### src/rtl/irq_pkg.sv
package irq_pkg;
    parameter int IRQ_N  = 8;
    parameter int LVL_W  = $clog2(IRQ_N);
    parameter int VEC_W  = 8;
    parameter int BASE_W = VEC_W - LVL_W;

    typedef logic [IRQ_N-1:0] irq_vec_t;
    typedef logic [LVL_W-1:0] lvl_t;

    typedef struct packed {
        logic hit;
        lvl_t lvl;
    } pick_t;

    typedef struct packed {
        logic valid;
        logic specific;
        logic rotate;
        lvl_t lvl;
    } eoi_req_t;

    // rank 0 is the highest priority; lowest holds the level with least priority
    function automatic lvl_t rank_of(lvl_t lvl, lvl_t lowest);
        return lvl - lowest - lvl_t'(1);
    endfunction

    function automatic irq_vec_t lvl_bit(lvl_t lvl);
        return irq_vec_t'(1) << lvl;
    endfunction

    // highest-priority set bit of v under the rotation given by lowest
    function automatic pick_t pick_top(irq_vec_t v, lvl_t lowest);
        pick_t r;
        lvl_t  idx;
        r = '0;
        for (int k = IRQ_N - 1; k >= 0; k--) begin
            idx = lowest + lvl_t'(1) + lvl_t'(k);
            if (v[idx]) begin
                r.hit = 1'b1;
                r.lvl = idx;
            end
        end
        return r;
    endfunction
endpackage

### src/rtl/irq_req_reg.sv
module irq_req_reg
    import irq_pkg::*;
(
    input  logic     clk,
    input  logic     rst,
    input  irq_vec_t irq_in,
    input  logic     cfg_level,
    input  irq_vec_t ack_clr,
    output irq_vec_t irr_q
);
    irq_vec_t irq_d;
    irq_vec_t rise;

    assign rise = irq_in & ~irq_d;

    always_ff @(posedge clk) begin
        if (rst) begin
            irq_d <= '0;
            irr_q <= '0;
        end else begin
            irq_d <= irq_in;
            if (cfg_level)
                irr_q <= irq_in;
            else
                irr_q <= (irr_q & ~ack_clr) | rise;
        end
    end

    for (genvar i = 0; i < IRQ_N; i++) begin : g_chk
        AST_EDGE_SETS_REQ: assert property (@(posedge clk) disable iff (rst)
            (!cfg_level && irq_in[i] && !irq_d[i]) |=> irr_q[i]);
    end
endmodule

### src/rtl/irq_prio_resolve.sv
module irq_prio_resolve
    import irq_pkg::*;
(
    input  irq_vec_t irr,
    input  irq_vec_t imr,
    input  irq_vec_t isr,
    input  logic     smm,
    input  lvl_t     lowest,
    output logic     int_req,
    output lvl_t     win_lvl
);
    irq_vec_t eligible;
    pick_t    cand;
    pick_t    top_isr;
    logic     beats_isr;

    always_comb begin
        eligible  = irr & ~imr & (smm ? ~isr : '1);
        cand      = pick_top(eligible, lowest);
        top_isr   = pick_top(isr, lowest);
        beats_isr = !top_isr.hit ||
                    (rank_of(cand.lvl, lowest) < rank_of(top_isr.lvl, lowest));
        int_req   = cand.hit && (smm || beats_isr);
        win_lvl   = cand.lvl;
    end
endmodule

### src/rtl/irq_isr_ctrl.sv
module irq_isr_ctrl
    import irq_pkg::*;
(
    input  logic     clk,
    input  logic     rst,
    input  logic     ack_take,
    input  lvl_t     ack_lvl,
    input  logic     auto_eoi,
    input  eoi_req_t eoi,
    output irq_vec_t isr_q,
    output lvl_t     lowest_q
);
    pick_t    top;
    logic     eoi_hit;
    lvl_t     eoi_lvl;
    irq_vec_t clr;
    irq_vec_t set;

    always_comb begin
        top     = pick_top(isr_q, lowest_q);
        eoi_hit = eoi.valid && (eoi.specific || top.hit);
        eoi_lvl = eoi.specific ? eoi.lvl : top.lvl;
        clr     = eoi_hit ? lvl_bit(eoi_lvl) : '0;
        set     = (ack_take && !auto_eoi) ? lvl_bit(ack_lvl) : '0;
    end

    always_ff @(posedge clk) begin
        if (rst) begin
            isr_q    <= '0;
            lowest_q <= lvl_t'(IRQ_N - 1);
        end else begin
            isr_q <= (isr_q & ~clr) | set;
            if (eoi_hit && eoi.rotate)
                lowest_q <= eoi_lvl;
        end
    end

    AST_ACK_TO_ISR: assert property (@(posedge clk) disable iff (rst)
        (ack_take && !auto_eoi) |=> isr_q[$past(ack_lvl)]);
    AST_AUTO_EOI_KEEP: assert property (@(posedge clk) disable iff (rst)
        (ack_take && auto_eoi && !eoi.valid) |=> (isr_q == $past(isr_q)));
    AST_SPEC_EOI_CLEAR: assert property (@(posedge clk) disable iff (rst)
        (eoi.valid && eoi.specific && !(ack_take && !auto_eoi && ack_lvl == eoi.lvl))
        |=> !isr_q[$past(eoi.lvl)]);
endmodule

### src/rtl/irq_prio_ctrl.sv
module irq_prio_ctrl
    import irq_pkg::*;
(
    input  logic              clk,
    input  logic              rst,
    input  logic [IRQ_N-1:0]  irq_in,
    input  logic              cfg_level,
    input  logic              cfg_auto_eoi,
    input  logic [BASE_W-1:0] cfg_vec_base,
    input  logic              mask_wr,
    input  logic [IRQ_N-1:0]  mask_data,
    input  logic              eoi_cmd,
    input  logic              eoi_specific,
    input  logic              eoi_rotate,
    input  logic [LVL_W-1:0]  eoi_level,
    input  logic              smm_wr,
    input  logic              smm_val,
    input  logic              inta,
    output logic              int_out,
    output logic [VEC_W-1:0]  vec_out,
    output logic              vec_valid,
    output logic [IRQ_N-1:0]  irr_out,
    output logic [IRQ_N-1:0]  isr_out,
    output logic [IRQ_N-1:0]  imr_out
);
    localparam lvl_t SPURIOUS_LVL = lvl_t'(IRQ_N - 1);

    irq_vec_t imr_q;
    logic     smm_q;
    irq_vec_t irr_q;
    irq_vec_t isr_q;
    lvl_t     lowest_q;
    logic     int_req;
    lvl_t     win_lvl;
    logic     ack_take;
    irq_vec_t ack_clr;
    eoi_req_t eoi;

    assign ack_take = inta && int_req;
    assign ack_clr  = ack_take ? lvl_bit(win_lvl) : '0;
    assign eoi      = '{valid: eoi_cmd, specific: eoi_specific,
                        rotate: eoi_rotate, lvl: eoi_level};

    irq_req_reg u_req (
        .clk(clk), .rst(rst), .irq_in(irq_in), .cfg_level(cfg_level),
        .ack_clr(ack_clr), .irr_q(irr_q)
    );

    irq_prio_resolve u_res (
        .irr(irr_q), .imr(imr_q), .isr(isr_q), .smm(smm_q), .lowest(lowest_q),
        .int_req(int_req), .win_lvl(win_lvl)
    );

    irq_isr_ctrl u_isr (
        .clk(clk), .rst(rst), .ack_take(ack_take), .ack_lvl(win_lvl),
        .auto_eoi(cfg_auto_eoi), .eoi(eoi), .isr_q(isr_q), .lowest_q(lowest_q)
    );

    always_ff @(posedge clk) begin
        if (rst) begin
            imr_q     <= '0;
            smm_q     <= 1'b0;
            vec_out   <= '0;
            vec_valid <= 1'b0;
        end else begin
            if (mask_wr)
                imr_q <= mask_data;
            if (smm_wr)
                smm_q <= smm_val;
            vec_valid <= inta;
            if (inta)
                vec_out <= {cfg_vec_base, ack_take ? win_lvl : SPURIOUS_LVL};
        end
    end

    assign int_out = int_req;
    assign irr_out = irr_q;
    assign isr_out = isr_q;
    assign imr_out = imr_q;

    AST_MASK_HOLDS_OFF: assert property (@(posedge clk) disable iff (rst)
        int_out |-> (|(irr_q & ~imr_q)));
    AST_VEC_FORMAT: assert property (@(posedge clk) disable iff (rst)
        vec_valid |-> (vec_out[VEC_W-1:LVL_W] == $past(cfg_vec_base)));
    AST_SPURIOUS_KEEP: assert property (@(posedge clk) disable iff (rst)
        (inta && !int_req && !eoi_cmd) |=> (isr_out == $past(isr_out)));
endmodule

### config.mk
export PLATFORM = sky130hd
export DESIGN_NAME = irq_prio_ctrl
export DESIGN_NICKNAME = d
export VERILOG_FILES = /design/src/rtl/irq_pkg.sv /design/src/rtl/irq_req_reg.sv /design/src/rtl/irq_prio_resolve.sv /design/src/rtl/irq_isr_ctrl.sv /design/src/rtl/irq_prio_ctrl.sv
export SDC_FILE = /design/constraint.sdc
export NUM_CORES = 1
export LEC_CHECK = 0
export BUFFER_PORTS_ARGS = -buffer_cell sky130_fd_sc_hd__buf_2
export CORE_MARGIN = 2
export CORE_UTILIZATION = 51
export DETAILED_ROUTE_END_ITERATION = 12
export PLACE_DENSITY_LB_ADDON = 0.25
export SYNTH_ARGS = -nofsm -noshare
export SYNTH_HDL_FRONTEND = slang
export SYNTH_SLANG_ARGS = --single-unit
### constraint.sdc
create_clock -name clk -period 7 [get_ports clk]
set_input_delay 0.35 -clock clk [delete_from_list [all_inputs] [get_ports clk]]
set_output_delay 0.35 -clock clk [all_outputs]
set_load 0.005 [all_outputs]
**Word-level counts from Yosys, hierarchy flattened**

Cells that the tools add are included.

- Shift-type cells: 2
- Multipliers: 0
- $lt $le $gt $ge: 9
- Equality and inequality tests: 0
- Bitwise operators: 12
- Multiplexer cells: 55
- Add/subtract/negate cells: 12
- Reduce and logical (&&, ||, !) cells: 10
- Divide/modulo/power cells: 0

Operator list:

| cell | count |
|---|---|
| two-way mux 4 bit | 16 |
| binary-select mux 1 bit (select 3 bit) | 16 |
| bitwise AND 8 bit | 5 |
| two-way mux 8 bit | 5 |
| inverter 8 bit | 5 |
| less-than comparator 3 x 4 -> 1 bit, second input constant | 8 |
| two-way mux 1 bit | 16 |
| OR 8 bit | 2 |
| << shifter 1 x 3 -> 8 bit, first input constant | 2 |
| adder 3 bit, second input constant | 4 |
| adder 3 x 1 -> 3 bit, second input constant | 2 |
| adder 3 x 2 -> 3 bit, second input constant | 2 |
| two-way mux 3 bit | 2 |
| subtractor 3 x 1 -> 3 bit, second input constant | 2 |
| subtractor 3 bit | 2 |
| logical AND 1 bit | 5 |
| logical OR 1 bit | 3 |
| less-than comparator 3 bit | 1 |
| logical NOT 1 bit | 2 |

- Bits in latches: 0
- Register bits: 45
- Memories: 0
- Word-level logic and storage cells: 108
- Bits of input ports: 35
- Output and inout port bits: 34
- Bits in read-only memories: 0
- Bits in writable memories: 0

**Depth between registers and ports, before layout**

Gate-level depths: netlist (run 1).

- Depth in word-level cells: 25
- Mapped depth: 25
- Gate-level depth less buffers: 20

**By module**

From an unflattened synthesis (run 1), not the netlist that was laid out.

- Cell total of the unflattened synthesis: 508
- Area, all modules: 4743.3 um^2

By module, submodules not included:

| module | area an instance (um^2) | times used | sequential area each (um^2) | cells each |
|---|---|---|---|---|
| irq_prio_resolve | 1773.0 | 1 | 0.0 | 216 |
| irq_isr_ctrl | 1602.8 | 1 | 220.2 | 169 |
| irq_prio_ctrl | 728.2 | 1 | 360.3 | 73 |
| irq_req_reg | 639.4 | 1 | 320.3 | 50 |

**Worst setup path after synthesis (run 1)**

OpenSTA, ideal clock, no wires.

- Path type: reg-to-reg
- Start point: register u_isr.lowest_q[0]
- End point: register u_req.irr_q[4]
- Setup slack: 1.395 ns
- Cell stages (with the launch flop): 25
- Path buffers: 5
- Period minus slack after synthesis: 5.605 ns
- Required time: 6.883 ns
- Setup time: 0.117 ns
- Arrival: 5.488 ns
- Path through: dfxtp_1 -> buf_4 -> inv_2 -> clkbuf_1 -> ha_1 -> buf_6 -> inv_2 -> buf_2 -> mux4_2 -> mux2_2 -> a21boi_1 -> o2111ai_1 -> and4bb_2 -> clkbuf_1 -> ha_1 -> fa_1 -> xnor2_1 -> xnor2_1 -> ha_1 -> a21oi_1 -> nor2_1 -> a32oi_2 -> nand2_2 -> or4_1 -> a32o_1

- Word-level cells in the longest chain between the ends: 24
- Elaborated cells between the ends (all ways): 72
- Those cells by class: add/sub (12); order compare (1); shift (1); mux (50); bitwise (3); reduce/logical (5)

Ends and longest elaborated chain:

| item | RTL line | text |
|---|---|---|
| start, declared | irq_isr_ctrl.sv:11 | `output lvl_t lowest_q` |
| start signal, assigned | irq_isr_ctrl.sv:30 | `lowest_q <= lvl_t'(IRQ_N - 1);` |
| start signal, assigned | irq_isr_ctrl.sv:34 | `lowest_q <= eoi_lvl;` |
| adder 3 x 1 -> 3 bit | irq_pkg.sv:37 | `idx = lowest + lvl_t'(1) + lvl_t'(k);` |
| adder 3 bit | irq_pkg.sv:37 |  |
| binary-select mux 1 bit (select 3 bit) | irq_pkg.sv:38 | `if (v[idx]) begin` |
| two-way mux 1 bit (not written as such) | irq_pkg.sv:38 |  |
| two-way mux 4 bit (8 in series) | irq_pkg.sv:38 |  |
| subtractor 3 bit | irq_pkg.sv:24 | `return lvl - lowest - lvl_t'(1);` |
| subtractor 3 x 1 -> 3 bit | irq_pkg.sv:24 |  |
| less-than comparator 3 bit | irq_prio_resolve.sv:22 | `(rank_of(cand.lvl, lowest) < rank_of(top_isr.lvl, lowest));` |
| (+2 left out) | - |  |
| logical AND 1 bit (*) | irq_prio_resolve.sv:23 | `int_req = cand.hit && (smm \|\| beats_isr);` |
| net int_out | irq_prio_ctrl.sv:19 | `output logic int_out,` |
| logical AND 1 bit (*) | irq_prio_ctrl.sv:39 | `assign ack_take = inta && int_req;` |
| two-way mux 8 bit (*) | irq_prio_ctrl.sv:40 | `assign ack_clr = ack_take ? lvl_bit(win_lvl) : '0;` |
| inverter 8 bit (*) | irq_req_reg.sv:25 | `irr_q <= (irr_q & ~ack_clr) \| rise;` |
| bitwise AND 8 bit (*) | irq_req_reg.sv:25 |  |
| OR 8 bit (*) | irq_req_reg.sv:25 |  |
| two-way mux 8 bit (*) | irq_req_reg.sv:22 | `if (cfg_level)` |
| end signal, assigned | irq_req_reg.sv:23 | `irr_q <= irq_in;` |
| end signal, assigned | irq_req_reg.sv:25 |  |
| end, declared | irq_req_reg.sv:9 | `output irq_vec_t irr_q` |

The timed path passes the listed nets; every way through them passes the cells marked *. The select of a mux whose other input is x is not followed.
A chain may end at the register's enable or synchronous reset.

**Final worst setup path (run 1)**

- Start point: register u_isr.lowest_q[0]
- End point: register u_req.irr_q[4]

- Word-level cells in the longest chain between the ends: 24
- Elaborated cells between the ends (all ways): 72
- Those cells by class: add/sub (12); order compare (1); shift (1); mux (50); bitwise (3); reduce/logical (5)

Ends and longest elaborated chain:

| item | RTL line | text |
|---|---|---|
| adder 3 x 1 -> 3 bit | irq_pkg.sv:37 |  |
| adder 3 bit | irq_pkg.sv:37 |  |
| binary-select mux 1 bit (select 3 bit) | irq_pkg.sv:38 |  |
| two-way mux 1 bit (not written as such) | irq_pkg.sv:38 |  |
| two-way mux 4 bit (8 in series) | irq_pkg.sv:38 |  |
| subtractor 3 bit | irq_pkg.sv:24 |  |
| subtractor 3 x 1 -> 3 bit | irq_pkg.sv:24 |  |
| less-than comparator 3 bit | irq_prio_resolve.sv:22 |  |
| logical OR 1 bit | irq_prio_resolve.sv:21 | `beats_isr = !top_isr.hit \|\|` |
| logical OR 1 bit | irq_prio_resolve.sv:23 |  |
| logical AND 1 bit | irq_prio_resolve.sv:23 |  |
| logical AND 1 bit | irq_prio_ctrl.sv:39 |  |
| two-way mux 8 bit (*) | irq_prio_ctrl.sv:40 |  |
| inverter 8 bit (*) | irq_req_reg.sv:25 |  |
| bitwise AND 8 bit (*) | irq_req_reg.sv:25 |  |
| OR 8 bit (*) | irq_req_reg.sv:25 |  |
| two-way mux 8 bit (*) | irq_req_reg.sv:22 |  |

Every way passes the cells marked *; elsewhere a longest branch is shown, timed or not. The select of a mux whose other input is x is not followed.

==> flow_metrics.py, run 1 <==
metrics = {
    "run_status": {
        "outcome": "complete, no violations",
    },
    "clocking": {
        "ctsResizeCount": 0,
        "cts_setup_buffers": 0,
        "clk_latency_ps": 290,
        "cts.clk_slew.worst_paths_ps": 80,
        "cts_sinks": 45,
        "cts_tree": "yes",
        "cts_hold_buffers": 0,
        "cts-htree-levels": 2,
        "clk_path_buf_depth": 2,
        "numCtsBuffers": 5,
        "cts-root-buf": "clkbuf_8",
    },
    "sta": {
        "maxSlewViolCount": 0,
        "finalCriticalPeriod_ps": 5880,
        "rsz0062_at_grt": "no",
        "worst_pin_slew_ps": 784,
        "period_share_pct": 84.1,
        "final_hold_viol_count": 0,
        "max_freq_ghz": 0.170,
        "final-setup-viol-count": 0,
        "setup_tns_ps": 0,
        "slew_headroom_pct": 47.4,
        "holdWs_ps": 289,
        "fin_skew_ps": 6.27,
    },
    "power_and_ir_drop": {
        "clkPwrFrac_pct": 6.7,
        "p_int_uw": 1170,
        "p_seq_share_pct": 15.3,
        "pwr-share-comb_pct": 78.1,
        "power.leakage_uw": 0.00179,
        "ir_drop_v": 0.000305,
        "cellPowerDensity_nw_per_um2": 566,
        "power_switching_share_pct": 51.1,
        "p_total_uw": 2400,
        "switching_power_uw": 1230,
    },
    "yosys": {
        "synth.avg_cell_area_sq_um": 9.11,
        "yosys-top-cells-area": "dfxtp_1 24%, mux4_2 11%, mux2i_1 8.5%, nor2_1 3.6%, mux2_2 3.6%",
        "synth-edff-count": 0,
        "synth_area_sq_um": 3780,
        "async_reset_ff_share_pct": 0,
        "syn_nets": 458,
        "ys_seq_elements": 45,
        "yosysMostFrequentCell": "dfxtp_1",
        "synth-main-ff-cell": "dfxtp_1",
        "synth_top_area_cell": "dfxtp_1",
        "synthAdderAreaFrac_pct": 3.04,
        "synth_top_area_share_pct": 23.8,
        "synth-xor-area-share_pct": 3.24,
        "yosys_warnings": 0,
        "syn_inst": 415,
        "synth_cell_types": 73,
        "synthTopCellsByCount": "45 x dfxtp_1, 36 x nor2_1, 32 x mux2i_1, 31 x nand2_1, 19 x mux4_2",
        "ys_seq_area_share_pct": 23.8,
        "synth_compound_area_share_pct": 16.7,
        "synthSimpleGateAreaFrac_pct": 23.7,
        "synthMuxAreaShare_pct": 24.9,
        "synth_top_family_by_area": "multiplexers",
    },
    "setup_path": {
        "reg2regPathDepth": 18,
        "crit_arrival_ps": 6070,
        "critPathKind": "flip-flop to flip-flop",
        "timing.rr.start": "u_isr.lowest_q[0]",
        "cp-startpoint": "u_isr.lowest_q[0]",
        "worst-endpoint-required_ps": 7190,
        "critPathMaxFanout": 21,
        "rrSetupSlack_ps": 1120,
        "cp-start-kind": "flip-flop",
        "end_kind": "flip-flop",
    },
    "die": {
        "ios": 69,
        "dieWidth_microns": 90.1,
        "initial_core_util_pct": 52.4,
        "core_sq_um": 7210,
        "die_h_microns": 90.1,
        "die_area_sq_um": 8120,
        "num_rows": 31,
    },
    "finish": {
        "final_nets": 515,
        "num_antenna_cells": 0,
        "n_fill_cell": 666,
        "instances_no_fill": 571,
        "drive_gt1_share_pct": 26.1,
        "syn_to_final_growth_pct": 12.2,
    },
    "global_route": {
        "grt_pass1_wl_microns": 16800,
        "overflow": 0,
        "antenna_found_initial": 0,
        "grt_pass1_vias": 3337,
        "grt_usage_pct": 25.0,
        "grt_start_max_net_pins": 37,
    },
    "hold_path": {
        "hp-start": "cfg_vec_base[1]",
        "hold_path_class": "input pin to flip-flop",
        "hold_path_depth": 3,
    },
    "detailed_routing": {
        "first_pass_iters": 7,
        "drc_errors": 0,
        "vias_per_cell": 6.33,
        "drtIter0Drc": 278,
        "antenna_left": 0,
        "routed_wl_microns": 10300,
        "wl_per_cell_microns": 18.0,
        "vias": 3616,
    },
    "placed_design": {
        "port_buffers": 68,
        "placed_cells": 564,
        "hpwl_microns": 7800,
        "gp_congestion": 0.990,
    },
    "flow_run": {
        "cap_violations": 0,
    },
}
## kinds of logic after synthesis
family	after synthesis
buf+inv	37
simple gates	164
flops	45
compound gates	86
fa+ha+maj	8
mux	66
xor+xnor	9
## layer usage
layer	routed length [microns]	global-route usage, %	share of wire [%]
met2	4890	41.0	48
met4	244	7.44	2.4
met5	0	0	0
met1	4500	34.8	44
met3	657	2.85	6.4
## cell type report
class / instances / area [sq um] / share of cell area (%)
Tap cell: 99 / 124 / 2.92
Clock inverter: 1 / 7.51 / 0.177
Sequential cell: 45 / 901 / 21.2
Clock buffer: 6 / 82.6 / 1.95
Timing Repair Buffer: 71 / 363 / 8.55
Inverter: 16 / 60.1 / 1.42
Multi-Input combinational cell: 333 / 2710 / 63.8
## critical path, stage by stage, from the launching register on
cell and delay, ps:
dfxtp_1 350, inv_2 180, ha_1 870, buf_4 370, mux4_2 590, mux2i_1 400
nand3_1 140, nand4_1 120, and4bb_2 420, ha_1 230, fa_1 420, ha_1 300
a21o_1 150, a21oi_1 130, nor2_1 60, a32oi_2 220, nand2_2 130, or4_1 410
a32o_1 270
## final timing paths
kind,endpoint
setup / recovery,u_req.irr_q[4]
hold / removal,vec_out[4]
setup reg to reg,u_req.irr_q[4]
hold reg to reg,vec_out[2]
## power by group through the flow
stage	Clock [uW]	Combinational [uW]	Sequential, uW
6_report	161	1870	366
5_1_grt	174	2060	372
4_1_cts	166	1850	364
3_5_place_dp	0	1840	370
3_3_place_gp	0	1820	369
2_1_floorplan	0	1470	344
## registers in the layout (all words and copies together) (netlist names)
name,flops
u_isr.isr_q,8
u_isr.lowest_q,3
u_req.irr_q,8
smm_q,1
imr_out,8
vec_out,8
vec_valid,1
u_req.irq_d,8
## stage by stage
| step | util, % | instance area [sq um] | worst slack, ps |
|---|---|---|---|
| 3_3_place_gp | 57.6 | 4150 | 1310 |
| 6_report | 58.8 | 4240 | 1120 |
| 5_1_grt | 58.8 | 4240 | 751 |
| 2_1_floorplan | - | 3780 | 1390 |
| 4_1_cts | 58.8 | 4240 | 1160 |
| 3_5_place_dp | 57.6 | 4150 | 1200 |
## cells in the final DEF (no fill, tap or decap), drive strengths merged, types with 5 or more instances in the layout
cell    instances
nand2b         12
nand2          33
dfxtp          45
mux4           19
nor2b          16
buf            71
and3b           5
a21oi          13
o21ai          16
nor3           10
nand3           9
inv            15
o22ai           7
a32o            8
mux2i          35
o32ai           5
ha              6
nor2           37
and2            6
nand4           6
clkbuf          6
mux2           12
nand3b          8
Power figures use the tool's default switching activity.
==> inputs of run 2 (changes only) <==
Clock period 7 ns to 5.9 ns, I/O delays scaled along.
==> run 2 against run 1 <==
  * Wire length grew 2.8%
  * Critical endpoint unchanged
  * Sequential cell count unchanged
  * Cell area is 2.5% higher
==> flow_metrics.py, run 2 (synthesis gave the netlist of run 1 again) <==
metrics = {
    "run_status": {
        "outcome": "complete, no violations",
    },
    "die": {
        "num_rows": 31,
        "core_sq_um": 7210,
        "dieWidth_microns": 90.1,
        "die_h_microns": 90.1,
        "ios": 69,
        "die_area_sq_um": 8120,
        "initial_core_util_pct": 52.4,
    },
    "finish": {
        "final_nets": 523,
        "multi_input_area_sq_um": 2710,
        "num_antenna_cells": 0,
        "n_fill_cell": 673,
        "layout_commonest_cell": "buf_2",
        "final_util_pct": 60.3,
        "drive_gt1_share_pct": 27.4,
        "syn_to_final_growth_pct": 15.1,
        "regArea_sq_um": 901,
        "layout_common_cells": "68 x buf_2, 45 x dfxtp_1, 36 x nor2_1, 32 x mux2i_1, 31 x nand2_1",
    },
    "global_route": {
        "grt_usage_pct": 26.1,
        "grt_start_max_net_pins": 37,
        "antenna_found_initial": 0,
        "overflow": 0,
        "grt_pass1_vias": 3498,
        "grt_pass1_wl_microns": 17500,
    },
    "detailed_routing": {
        "drc_errors": 0,
        "vias_per_cell": 6.28,
        "first_pass_iters": 5,
        "routed_wl_microns": 10600,
        "drtIter0Drc": 320,
        "vias": 3644,
        "antenna_left": 0,
        "wl_per_cell_microns": 18.2,
    },
    "hold_path": {
        "hold_path_depth": 3,
        "hold_path_class": "input pin to flip-flop",
        "hold_end": "vec_out[6]",
        "hp-start": "cfg_vec_base[3]",
    },
    "sta": {
        "max_freq_ghz": 0.184,
        "fin_skew_ps": 4.56,
        "final-setup-viol-count": 0,
        "setup_tns_ps": 0,
        "finalWorstSetupSlack_ps": 470,
        "final_hold_viol_count": 0,
        "worst_pin_slew_ps": 748,
        "rsz0062_at_grt": "no",
        "slew_headroom_pct": 49.9,
        "maxSlewViolCount": 0,
        "finalCriticalPeriod_ps": 5430,
        "period_share_pct": 92.0,
    },
    "power_and_ir_drop": {
        "switching_power_uw": 1500,
        "power_switching_share_pct": 49.5,
        "p_int_uw": 1530,
        "cellPowerDensity_nw_per_um2": 695,
        "p_seq_share_pct": 14.3,
        "ir_drop_v": 0.000360,
        "pwr-share-comb_pct": 76.5,
        "clkPwrFrac_pct": 9.2,
        "power.leakage_uw": 0.00185,
    },
    "setup_path": {
        "cp-start-kind": "flip-flop",
        "r2r_end": "u_req.irr_q[4]",
        "rrSetupSlack_ps": 470,
        "critPathMaxFanout": 27,
        "worst-endpoint-required_ps": 6090,
        "reg2regPathDepth": 19,
        "end_kind": "flip-flop",
        "critPathKind": "flip-flop to flip-flop",
        "crit_arrival_ps": 5620,
        "timing.rr.start": "u_isr.lowest_q[0]",
    },
    "clocking": {
        "numCtsBuffers": 5,
        "cts-root-buf": "clkbuf_8",
        "cts_sinks": 45,
        "clk_path_buf_depth": 2,
        "cts_hold_buffers": 0,
        "ctsResizeCount": 0,
        "clk_latency_ps": 300,
        "cts.clk_slew.worst_paths_ps": 90,
        "cts-htree-levels": 2,
        "cts_setup_buffers": 0,
        "cts_tree": "yes",
    },
    "placed_design": {
        "port_buffers": 68,
        "pre_cts_ws_ps": 555,
        "hpwl_microns": 8160,
        "gp_congestion": 0.997,
    },
    "flow_run": {
        "cap_violations": 0,
    },
}
-- run 2: through the flow --
| step | std cells | power [uW] | cell area, sq um | hold WS (ps) |
|---|---|---|---|---|
| 6_report | 580 | 3030 | 4350 | 230 |
| 5_1_grt | 580 | 3280 | 4350 | 241 |
| 4_1_cts | 580 | 3000 | 4350 | 230 |
| 3_5_place_dp | 572 | 2710 | 4210 | 465 |
| 3_3_place_gp | 572 | 2690 | 4210 | 462 |
| 2_1_floorplan | 415 | 2150 | 3780 | 436 |
-- run 2: area by class of cell --
cell class	count	area share [%]
multi-input combinational	333	62.2
sequential	45	20.7
timing repair buffer	79	9.72
tap	99	2.85
clock buffer	5	1.58
clock inverter	3	1.58
inverter	16	1.38
-- run 2: worst max-delay path by stage --
| stage | start | end | cells past startpoint |
|---|---|---|---|
| after floorplan | u_isr.lowest_q[0] | u_req.irr_q[4] | 24 |
| after global placement | u_isr.lowest_q[0] | u_req.irr_q[4] | 19 |
| after detailed placement | u_isr.lowest_q[0] | u_req.irr_q[4] | 18 |
| after CTS | u_isr.lowest_q[0] | u_req.irr_q[4] | 18 |
| after global routing | u_isr.lowest_q[0] | u_req.irr_q[2] | 22 |
| final | u_isr.lowest_q[0] | u_req.irr_q[4] | 19 |
-- run 2: critical path: stages (launching register included) --
cell and delay, ps:
dfxtp_1 350, buf_4 330, ha_1 410, buf_4 220, xor2_1 500, mux2i_1 480
a21oi_1 90, nor2_1 110, and4bb_2 340, ha_1 250, fa_1 410, xnor2_1 150
xnor2_1 140, ha_1 310, a21oi_1 130, nor2_1 60, a32oi_2 210, nand2_2 120
or4_1 420, a32o_1 270
-- run 2: power by group through the flow --
stage                     registers (uW)  logic (uW)  clock network, uW
after detailed placement             436        2270                  0
after CTS                            429        2290                282
after floorplan                      408        1740                  0
after global routing                 440        2540                293
after global placement               433        2250                  0
final                                432        2310                280
-- run 2: routing by layer --
layer	part of all wire [%]	wire length, microns	global-route usage (%)
met1	44	4610	35.3
met2	48	5070	43.5
met3	6.9	732	3.94
met4	1.5	162	7.18
met5	0	0	0
